==> config.mk <==
export PLATFORM = sky130hd
export DESIGN_NAME = intr_entry_seq
export DESIGN_NICKNAME = d
export VERILOG_FILES = /design/src/rtl/intr_entry_pkg.sv /design/src/rtl/intr_entry_queue_calc.sv /design/src/rtl/intr_entry_vector_calc.sv /design/src/rtl/intr_entry_shadow_bank.sv /design/src/rtl/intr_entry_seq.sv
export SDC_FILE = /design/constraint.sdc
export NUM_CORES = 2
export LEC_CHECK = 0
export ABC_CLOCK_PERIOD_IN_PS = 5300
export BUFFER_PORTS_ARGS = -buffer_cell sky130_fd_sc_hd__buf_4
export CAP_MARGIN = 20
export CORE_AREA = 2 2 741 743
export CTS_BUF_LIST = sky130_fd_sc_hd__clkbuf_16
export DETAILED_ROUTE_END_ITERATION = 16
export DIE_AREA = 0 0 743 745
export GPL_ROUTABILITY_DRIVEN = 0
export GPL_TIMING_DRIVEN = 0
export SETUP_SLACK_MARGIN = 0.4
export SYNTH_ARGS = -nofsm -noshare
export SYNTH_HDL_FRONTEND = slang
export SYNTH_SLANG_ARGS = --single-unit
==> constraint.sdc <==
create_clock -name clk -period 5.3 [get_ports clk]
set_input_delay 0.795 -clock clk [delete_from_list [all_inputs] [get_ports clk]]
set_output_delay 0.795 -clock clk [all_outputs]
set_load 0.005 [all_outputs]
==> src/rtl/intr_entry_pkg.sv <==
package intr_entry_pkg;

    // PSW bit positions
    localparam int PSW_Q_BIT = 0;
    localparam int PSW_C_BIT = 1;
    localparam int PSW_W_BIT = 2;
    localparam int PSW_M_BIT = 3;

    typedef enum logic [2:0] {
        ST_IDLE   = 3'd0,
        ST_PSW    = 3'd1,
        ST_QUEUE  = 3'd2,
        ST_FETCH  = 3'd3,
        ST_WAIT   = 3'd4,
        ST_SHADOW = 3'd5,
        ST_REDIR  = 3'd6
    } ient_state_e;

endpackage

==> src/rtl/intr_entry_queue_calc.sv <==
module intr_entry_queue_calc #(
    parameter int OFF_W    = 64,
    parameter int SPC_W    = 32,
    parameter int NARROW_W = 32
) (
    input  logic             xlate_on,
    input  logic             wide_on,
    input  logic [SPC_W-1:0] spc_f,
    input  logic [SPC_W-1:0] spc_b,
    input  logic [OFF_W-1:0] off_f,
    input  logic [OFF_W-1:0] off_b,
    output logic [SPC_W-1:0] sq_f,
    output logic [SPC_W-1:0] sq_b,
    output logic [OFF_W-1:0] oq_f,
    output logic [OFF_W-1:0] oq_b
);
    localparam int HI_SHIFT = OFF_W - SPC_W;

    logic [SPC_W-1:0] spc_a [2];
    logic [OFF_W-1:0] off_a [2];
    logic [SPC_W-1:0] sq_a  [2];
    logic [OFF_W-1:0] oq_a  [2];

    assign spc_a[0] = spc_f;
    assign spc_a[1] = spc_b;
    assign off_a[0] = off_f;
    assign off_a[1] = off_b;

    for (genvar lane = 0; lane < 2; lane++) begin : g_lane
        logic [SPC_W-1:0] gva_hi;
        always_comb begin
            gva_hi = wide_on ? (spc_a[lane] | SPC_W'(off_a[lane] >> HI_SHIFT))
                             : spc_a[lane];
            sq_a[lane] = xlate_on ? gva_hi : '0;
            oq_a[lane] = wide_on ? off_a[lane]
                                 : OFF_W'(off_a[lane][NARROW_W-1:0]);
        end
    end

    assign sq_f = sq_a[0];
    assign sq_b = sq_a[1];
    assign oq_f = oq_a[0];
    assign oq_b = oq_a[1];
endmodule

==> src/rtl/intr_entry_vector_calc.sv <==
module intr_entry_vector_calc #(
    parameter int               OFF_W        = 64,
    parameter int               VEC_W        = 5,
    parameter int               SPACING_LOG2 = 5,
    parameter int               TOC_VEC      = 31,
    parameter logic [OFF_W-1:0] FW_START     = 64'hF000_0000
) (
    input  logic [VEC_W-1:0] vec,
    input  logic [OFF_W-1:0] base,
    output logic             is_toc,
    output logic [OFF_W-1:0] tgt_f,
    output logic [OFF_W-1:0] tgt_b
);
    always_comb begin
        is_toc = (vec == VEC_W'(TOC_VEC));
        tgt_f  = is_toc ? FW_START : base + (OFF_W'(vec) << SPACING_LOG2);
        tgt_b  = tgt_f + OFF_W'(4);
    end
endmodule

==> src/rtl/intr_entry_shadow_bank.sv <==
module intr_entry_shadow_bank #(
    parameter int N_ENT = 7,
    parameter int ENT_W = 64
) (
    input  logic                   clk,
    input  logic                   rst_n,
    input  logic                   wr_en,
    input  logic [N_ENT*ENT_W-1:0] din,
    output logic [N_ENT*ENT_W-1:0] dout
);
    for (genvar k = 0; k < N_ENT; k++) begin : g_ent
        logic [ENT_W-1:0] ent_d, ent_q;

        always_comb begin
            ent_d = wr_en ? din[k*ENT_W +: ENT_W] : ent_q;
        end

        always_ff @(posedge clk or negedge rst_n) begin
            if (!rst_n) ent_q <= '0;
            else        ent_q <= ent_d;
        end

        assign dout[k*ENT_W +: ENT_W] = ent_q;
    end
endmodule

==> src/rtl/intr_entry_seq.sv <==
module intr_entry_seq
    import intr_entry_pkg::*;
#(
    parameter int               OFF_W        = 64,
    parameter int               SPC_W        = 32,
    parameter int               NARROW_W     = 32,
    parameter int               GR_W         = 64,
    parameter int               PSW_W        = 32,
    parameter int               INSN_W       = 32,
    parameter int               VEC_W        = 5,
    parameter int               N_SHADOW     = 7,
    parameter int               SPACING_LOG2 = 5,
    parameter int               HPMC_VEC     = 1,
    parameter int               TOC_VEC      = 31,
    parameter int               GRP_LO       = 12,
    parameter int               GRP_HI       = 28,
    parameter logic [OFF_W-1:0] FW_START     = 64'hF000_0000
) (
    input  logic                     clk,
    input  logic                     rst_n,
    input  logic                     req_valid,
    input  logic [VEC_W-1:0]         req_vec,
    input  logic [PSW_W-1:0]         psw_in,
    input  logic [SPC_W-1:0]         iasq_f_in,
    input  logic [SPC_W-1:0]         iasq_b_in,
    input  logic [OFF_W-1:0]         iaoq_f_in,
    input  logic [OFF_W-1:0]         iaoq_b_in,
    input  logic [N_SHADOW*GR_W-1:0] gr_in,
    input  logic [OFF_W-1:0]         iva_in,
    input  logic                     dflt_wide_in,
    output logic                     busy,
    output logic                     done,
    output logic [PSW_W-1:0]         ipsw,
    output logic [SPC_W-1:0]         iiasq_f,
    output logic [SPC_W-1:0]         iiasq_b,
    output logic [OFF_W-1:0]         iiaoq_f,
    output logic [OFF_W-1:0]         iiaoq_b,
    output logic [INSN_W-1:0]        iir,
    output logic [N_SHADOW*GR_W-1:0] shadow_out,
    output logic [PSW_W-1:0]         new_psw,
    output logic [SPC_W-1:0]         new_iasq_f,
    output logic [SPC_W-1:0]         new_iasq_b,
    output logic [OFF_W-1:0]         new_iaoq_f,
    output logic [OFF_W-1:0]         new_iaoq_b,
    output logic                     gr_wr_en,
    output logic [GR_W-1:0]          gr24_wdata,
    output logic [GR_W-1:0]          gr25_wdata,
    output logic                     rd_valid,
    output logic [OFF_W-1:0]         rd_addr,
    input  logic                     rd_ready,
    input  logic                     rsp_valid,
    input  logic [INSN_W-1:0]        rsp_data,
    input  logic                     rsp_fault
);
    localparam int GR_FLAT = N_SHADOW * GR_W;

    typedef struct packed {
        ient_state_e        st;
        logic [VEC_W-1:0]   vec;
        logic [PSW_W-1:0]   psw;
        logic [SPC_W-1:0]   spc_f;
        logic [SPC_W-1:0]   spc_b;
        logic [OFF_W-1:0]   off_f;
        logic [OFF_W-1:0]   off_b;
        logic [OFF_W-1:0]   base;
        logic               wide;
        logic [GR_FLAT-1:0] gr;
        logic [PSW_W-1:0]   ipsw;
        logic [SPC_W-1:0]   iiasq_f;
        logic [SPC_W-1:0]   iiasq_b;
        logic [OFF_W-1:0]   iiaoq_f;
        logic [OFF_W-1:0]   iiaoq_b;
        logic [INSN_W-1:0]  iir;
        logic [PSW_W-1:0]   npsw;
        logic [OFF_W-1:0]   niaoq_f;
        logic [OFF_W-1:0]   niaoq_b;
        logic               gr_we;
        logic [GR_W-1:0]    gr24;
        logic [GR_W-1:0]    gr25;
        logic               done;
    } seq_s;

    seq_s s_d, s_q;

    logic             old_q, old_c, old_w, in_group;
    logic             shadow_we;
    logic [SPC_W-1:0] qc_sq_f, qc_sq_b;
    logic [OFF_W-1:0] qc_oq_f, qc_oq_b;
    logic             vc_toc;
    logic [OFF_W-1:0] vc_tgt_f, vc_tgt_b;

    assign old_q    = s_q.psw[PSW_Q_BIT];
    assign old_c    = s_q.psw[PSW_C_BIT];
    assign old_w    = s_q.psw[PSW_W_BIT];
    assign in_group = (s_q.vec >= VEC_W'(GRP_LO)) && (s_q.vec <= VEC_W'(GRP_HI));

    intr_entry_queue_calc #(
        .OFF_W(OFF_W), .SPC_W(SPC_W), .NARROW_W(NARROW_W)
    ) queue_i (
        .xlate_on (old_c),
        .wide_on  (old_w),
        .spc_f    (s_q.spc_f),
        .spc_b    (s_q.spc_b),
        .off_f    (s_q.off_f),
        .off_b    (s_q.off_b),
        .sq_f     (qc_sq_f),
        .sq_b     (qc_sq_b),
        .oq_f     (qc_oq_f),
        .oq_b     (qc_oq_b)
    );

    intr_entry_vector_calc #(
        .OFF_W(OFF_W), .VEC_W(VEC_W), .SPACING_LOG2(SPACING_LOG2),
        .TOC_VEC(TOC_VEC), .FW_START(FW_START)
    ) vector_i (
        .vec    (s_q.vec),
        .base   (s_q.base),
        .is_toc (vc_toc),
        .tgt_f  (vc_tgt_f),
        .tgt_b  (vc_tgt_b)
    );

    intr_entry_shadow_bank #(
        .N_ENT(N_SHADOW), .ENT_W(GR_W)
    ) shadow_i (
        .clk   (clk),
        .rst_n (rst_n),
        .wr_en (shadow_we),
        .din   (s_q.gr),
        .dout  (shadow_out)
    );

    always_comb begin
        s_d       = s_q;
        s_d.done  = 1'b0;
        s_d.gr_we = 1'b0;
        shadow_we = 1'b0;
        case (s_q.st)
            ST_IDLE: begin
                if (req_valid) begin
                    s_d.vec   = req_vec;
                    s_d.psw   = psw_in;
                    s_d.spc_f = iasq_f_in;
                    s_d.spc_b = iasq_b_in;
                    s_d.off_f = iaoq_f_in;
                    s_d.off_b = iaoq_b_in;
                    s_d.base  = iva_in;
                    s_d.wide  = dflt_wide_in;
                    s_d.gr    = gr_in;
                    s_d.st    = ST_PSW;
                end
            end
            ST_PSW: begin
                s_d.ipsw                = s_q.psw;
                s_d.npsw                = '0;
                s_d.npsw[PSW_W_BIT]     = s_q.wide;
                s_d.npsw[PSW_M_BIT]     = (s_q.vec == VEC_W'(HPMC_VEC));
                s_d.st                  = ST_QUEUE;
            end
            ST_QUEUE: begin
                s_d.iiasq_f = qc_sq_f;
                s_d.iiasq_b = qc_sq_b;
                s_d.iiaoq_f = qc_oq_f;
                s_d.iiaoq_b = qc_oq_b;
                s_d.st      = (old_q && in_group) ? ST_FETCH : ST_SHADOW;
            end
            ST_FETCH: begin
                if (rd_ready) s_d.st = ST_WAIT;
            end
            ST_WAIT: begin
                if (rsp_valid) begin
                    s_d.iir = rsp_fault ? '0 : rsp_data;
                    s_d.st  = ST_SHADOW;
                end
            end
            ST_SHADOW: begin
                shadow_we = old_q;
                s_d.st    = ST_REDIR;
            end
            ST_REDIR: begin
                s_d.niaoq_f = vc_tgt_f;
                s_d.niaoq_b = vc_tgt_b;
                if (vc_toc) begin
                    s_d.gr_we = 1'b1;
                    s_d.gr24  = GR_W'(s_q.iiasq_b);
                    s_d.gr25  = GR_W'(s_q.iiaoq_b);
                end
                s_d.done = 1'b1;
                s_d.st   = ST_IDLE;
            end
            default: s_d.st = ST_IDLE;
        endcase
    end

    always_ff @(posedge clk or negedge rst_n) begin
        if (!rst_n) s_q <= '0;
        else        s_q <= s_d;
    end

    assign busy       = (s_q.st != ST_IDLE);
    assign done       = s_q.done;
    assign ipsw       = s_q.ipsw;
    assign iiasq_f    = s_q.iiasq_f;
    assign iiasq_b    = s_q.iiasq_b;
    assign iiaoq_f    = s_q.iiaoq_f;
    assign iiaoq_b    = s_q.iiaoq_b;
    assign iir        = s_q.iir;
    assign new_psw    = s_q.npsw;
    assign new_iasq_f = '0;
    assign new_iasq_b = '0;
    assign new_iaoq_f = s_q.niaoq_f;
    assign new_iaoq_b = s_q.niaoq_b;
    assign gr_wr_en   = s_q.gr_we;
    assign gr24_wdata = s_q.gr24;
    assign gr25_wdata = s_q.gr25;
    assign rd_valid   = (s_q.st == ST_FETCH);
    assign rd_addr    = {s_q.off_f[OFF_W-1:2], 2'b00};
endmodule

==> reports/qor.json <==
{
  "clock_network": {
    "cts.sinks": 1675,
    "worst_skew_pair.late_latency_ns": 0.96,
    "cts_buffer_depth": 4,
    "tritoncts": "built",
    "cts_inserted_buffers": 200,
    "number_of_h_tree_branching_levels": 4,
    "clk_root_buffer_cell": "clkbuf_16",
    "clk_pin_slew_worst_paths_ns": 0.08
  },
  "die": {
    "design.portCount": 1904,
    "placement_row_count": 272,
    "die_height_um": 745,
    "core-area_sq_um": 546000,
    "fp.dieW_um": 743,
    "design.die.area_sq_um": 554000,
    "initial_core_util_pct": 13.0
  },
  "timing": {
    "final-setup-viol-count": 0,
    "timing_hold_violations_final": 0,
    "final_critical_path_setup_slack_ns": 0.372,
    "max_freq_mhz": 203,
    "setup_repair_after_global_routing_missed_its_margin": "true",
    "period_share_pct": 93.0,
    "final_clock_skew_ns": 0.0824,
    "worst_slew_pin_slew_ns": 1.40,
    "min_period_ns": 4.93,
    "final_max_slew_viol_count": 0,
    "timing.max_slew.rel_slack_pct": 5.93,
    "hold_ws_ns": 0.0991
  },
  "logic_synthesis": {
    "synth_top_cell_by_area": "dfrtp_1",
    "ys_dominant_reg_cell": "dfrtp_1",
    "ys_warn_count": 0,
    "synth_area_sq_um": 71200,
    "syn-instance-count": 5276,
    "ranking_of_synthesized_cells_by_area": "dfrtp_1 59%, mux2_2 23%, buf_4 7.1%, o21ai_0 1.8%, nand2_1 1.6%",
    "synth-seq-cells": 1675,
    "synth_area_per_cell_sq_um": 13.5,
    "ys_types": 82,
    "synth_sequential_area_ratio_pct": 58.8,
    "post-synth-top-area-fraction_pct": 58.8,
    "postSynth.asyncResetShare_pct": 100,
    "synth_edf_count": 0
  },
  "worst_hold_path": {
    "hold_class": "in -> reg",
    "holdPathStages": 2
  },
  "placement": {
    "buffer_ports.inserted": 1775,
    "minimum_setup_slack_after_placement_ns": -1.89,
    "place_inst": 14500,
    "hpwlAfterDp_um": 397000
  },
  "global_routing": {
    "overflow": 0,
    "grtUsageTotal_pct": 15.9,
    "initial_antenna_violation_count": 153,
    "first_global_vias": 51900,
    "grt_pass1_wl_um": 568000,
    "grt_start_max_net_pins": 179
  },
  "finish": {
    "synthToLayoutAreaGrowth_pct": 45.2,
    "fraction_of_layout_instances_using_a_drive_strength_above_1_pct": 55.6,
    "commonest_cells_after_routing_fill_and_taps_aside": "2,455 x buf_4, 1,671 x dfrtp_1, 1,450 x mux2_2, 303 x nand2_1, 251 x o21ai_0",
    "number_of_cells_in_the_finished_layout_apart_from_fillers": 15100,
    "layout_commonest_cell": "buf_4",
    "final_core_util_pct": 18.9,
    "fillerInstances": 59600,
    "nNetsFinal": 8374
  },
  "power": {
    "peakVddDrop_v": 0.000350,
    "leakagePower_nw": 46.5,
    "power_per_cell_area_nw_per_um2": 657
  },
  "worst_setup_path": {
    "cp.required_ns": 6.02,
    "start_kind": "register",
    "cp-startpoint": "s_q[1285]",
    "worst_r2r_startpoint": "s_q[1285]",
    "ws_path_type": "reg -> reg",
    "reg2reg_depth": 8,
    "end_kind": "register",
    "path_max_fanout": 10,
    "worst-endpoint-arrival_ns": 5.65,
    "worst_r2r_endpoint": "new_iaoq_f[5]",
    "worstSetupEndpoint": "new_iaoq_f[5]",
    "worst_r2r_setup_slack_ns": 0.37
  },
  "route": {
    "detail_route.iter0.violations": 4277,
    "vias": 52600,
    "detail_route.wirelength_um": 459000,
    "route.detailed.wl_per_inst_um": 30.5,
    "route.detailed.drc": 0,
    "routed_via_density": 3.49,
    "postRouteAntennaNets": 0,
    "detail_route.first_pass.iterations": 6
  },
  "run": {
    "maxCapViolations": 0
  },
  "status": {
    "status": "finished clean"
  }
}
worst min path at each step:
stage / start / to
3_5_place_dp: new_iaoq_b[13] / new_iaoq_b[13]
2_1_floorplan: new_iaoq_b[13] / new_iaoq_b[13]
5_1_grt: gr_in[215] / s_q[761]
3_3_place_gp: new_iaoq_b[13] / new_iaoq_b[13]
4_1_cts: gr_in[342] / s_q[888]
6_report: gr_in[98] / s_q[644]
final cells by class:
cell class                      count  area (sq um)  share of cell area (%)
Antenna cell                       63           158                   0.152
Buffer                            940          6120                    5.92
Clock buffer                      201          5030                    4.86
Clock inverter                    161          1440                    1.39
Inverter                           10          37.5                  0.0363
Multi-Input combinational cell   2778         23900                    23.1
Sequential cell                  1675         41900                    40.5
Tap cell                         7261          9080                    8.78
Timing Repair Buffer             1982         15800                    15.2
registers in the layout, summed over array words and instances, names as in the netlist:
name                  cells
s_q                     680
shadow_i.g_ent.ent_q    448
gr25_wdata               64
iiaoq_b                  64
iiaoq_f                  64
new_iaoq_f               64
new_iaoq_b               62
rd_addr                  62
gr24_wdata               32
iiasq_b                  32
iiasq_f                  32
iir                      32
ipsw                     32
new_psw                   2
done                      1
gr_wr_en                  1
old_c                     1
old_q                     1
old_w                     1
routing by layer:
metal  vias up  part of all wire, %  wire length (um)  track usage [%]
li1      22300                    -                 -                -
met1     26800                   36            165000             17.1
met2      2736                   40            185000             22.2
met3       705                   18             82000             12.2
met4        46                  5.6             25700             7.86
met5         -                 0.38              1750             2.14
synth_stat cells (all sizes together), types with 28 or more instances:
cell type / n
dfrtp: 1675
mux2: 1450
buf: 690
nand2: 303
o21ai: 252
clkbuf: 250
and2: 79
nor2: 74
nand3: 47
xnor2: 45
nand2b: 43
nand4: 34
nor4: 33
nor3: 28
power by group:
part / total (W) / switching [W] / internal (W) / leakage [nW]
registers: 0.0238 / 0.00483 / 0.0189 / 20.5
logic: 0.0301 / 0.0166 / 0.0135 / 22.7
clock network: 0.0141 / 0.00622 / 0.00783 / 3.29
kinds of logic after synthesis:
logic type	after synthesis	synth area share, %
AND/OR/NAND/NOR	728	5.25
AO/OA/AOI/OAI	377	3.16
other	1	0.00526
flip-flops	1675	58.8
adder cells (fa/ha/maj)	7	0.133
buffers and inverters	950	8.58
XOR/XNOR	68	0.836
multiplexers	1470	23.2
stage by stage:
| stage | cell area, sq um | TNS (ns) | total power (W) |
|---|---|---|---|
| floorplan | 71700 | 0 | 0.0344 |
| global placement | 94100 | - | 0.0536 |
| detailed placement | 94800 | -39.45 | 0.0542 |
| CTS | 103000 | 0 | 0.0687 |
| global route | 103000 | 0 | 0.0716 |
| finish | 103000 | 0 | 0.0679 |
timing repair:
action / CTS / global route
endpoints found under the setup margin: 72 / 186
gates resized for setup: 25 / 22
endpoints found under the hold margin: 240 / 0
hold buffers: 171 / 0
pin swaps: 1 / 2
gates cloned: 0 / 1
setup buffers: 2 / 4
worst max-delay path: stages (launching register included):
cell and delay, ns:
dfrtp_2 0.52, and3_1 0.32, and3_1 0.39, buf_1 0.67, buf_1 0.62, clkbuf_1 0.65
clkbuf_1 0.68, clkbuf_1 0.65, o21ai_0 0.21
Note: power is estimated with default switching activity, not from simulation.
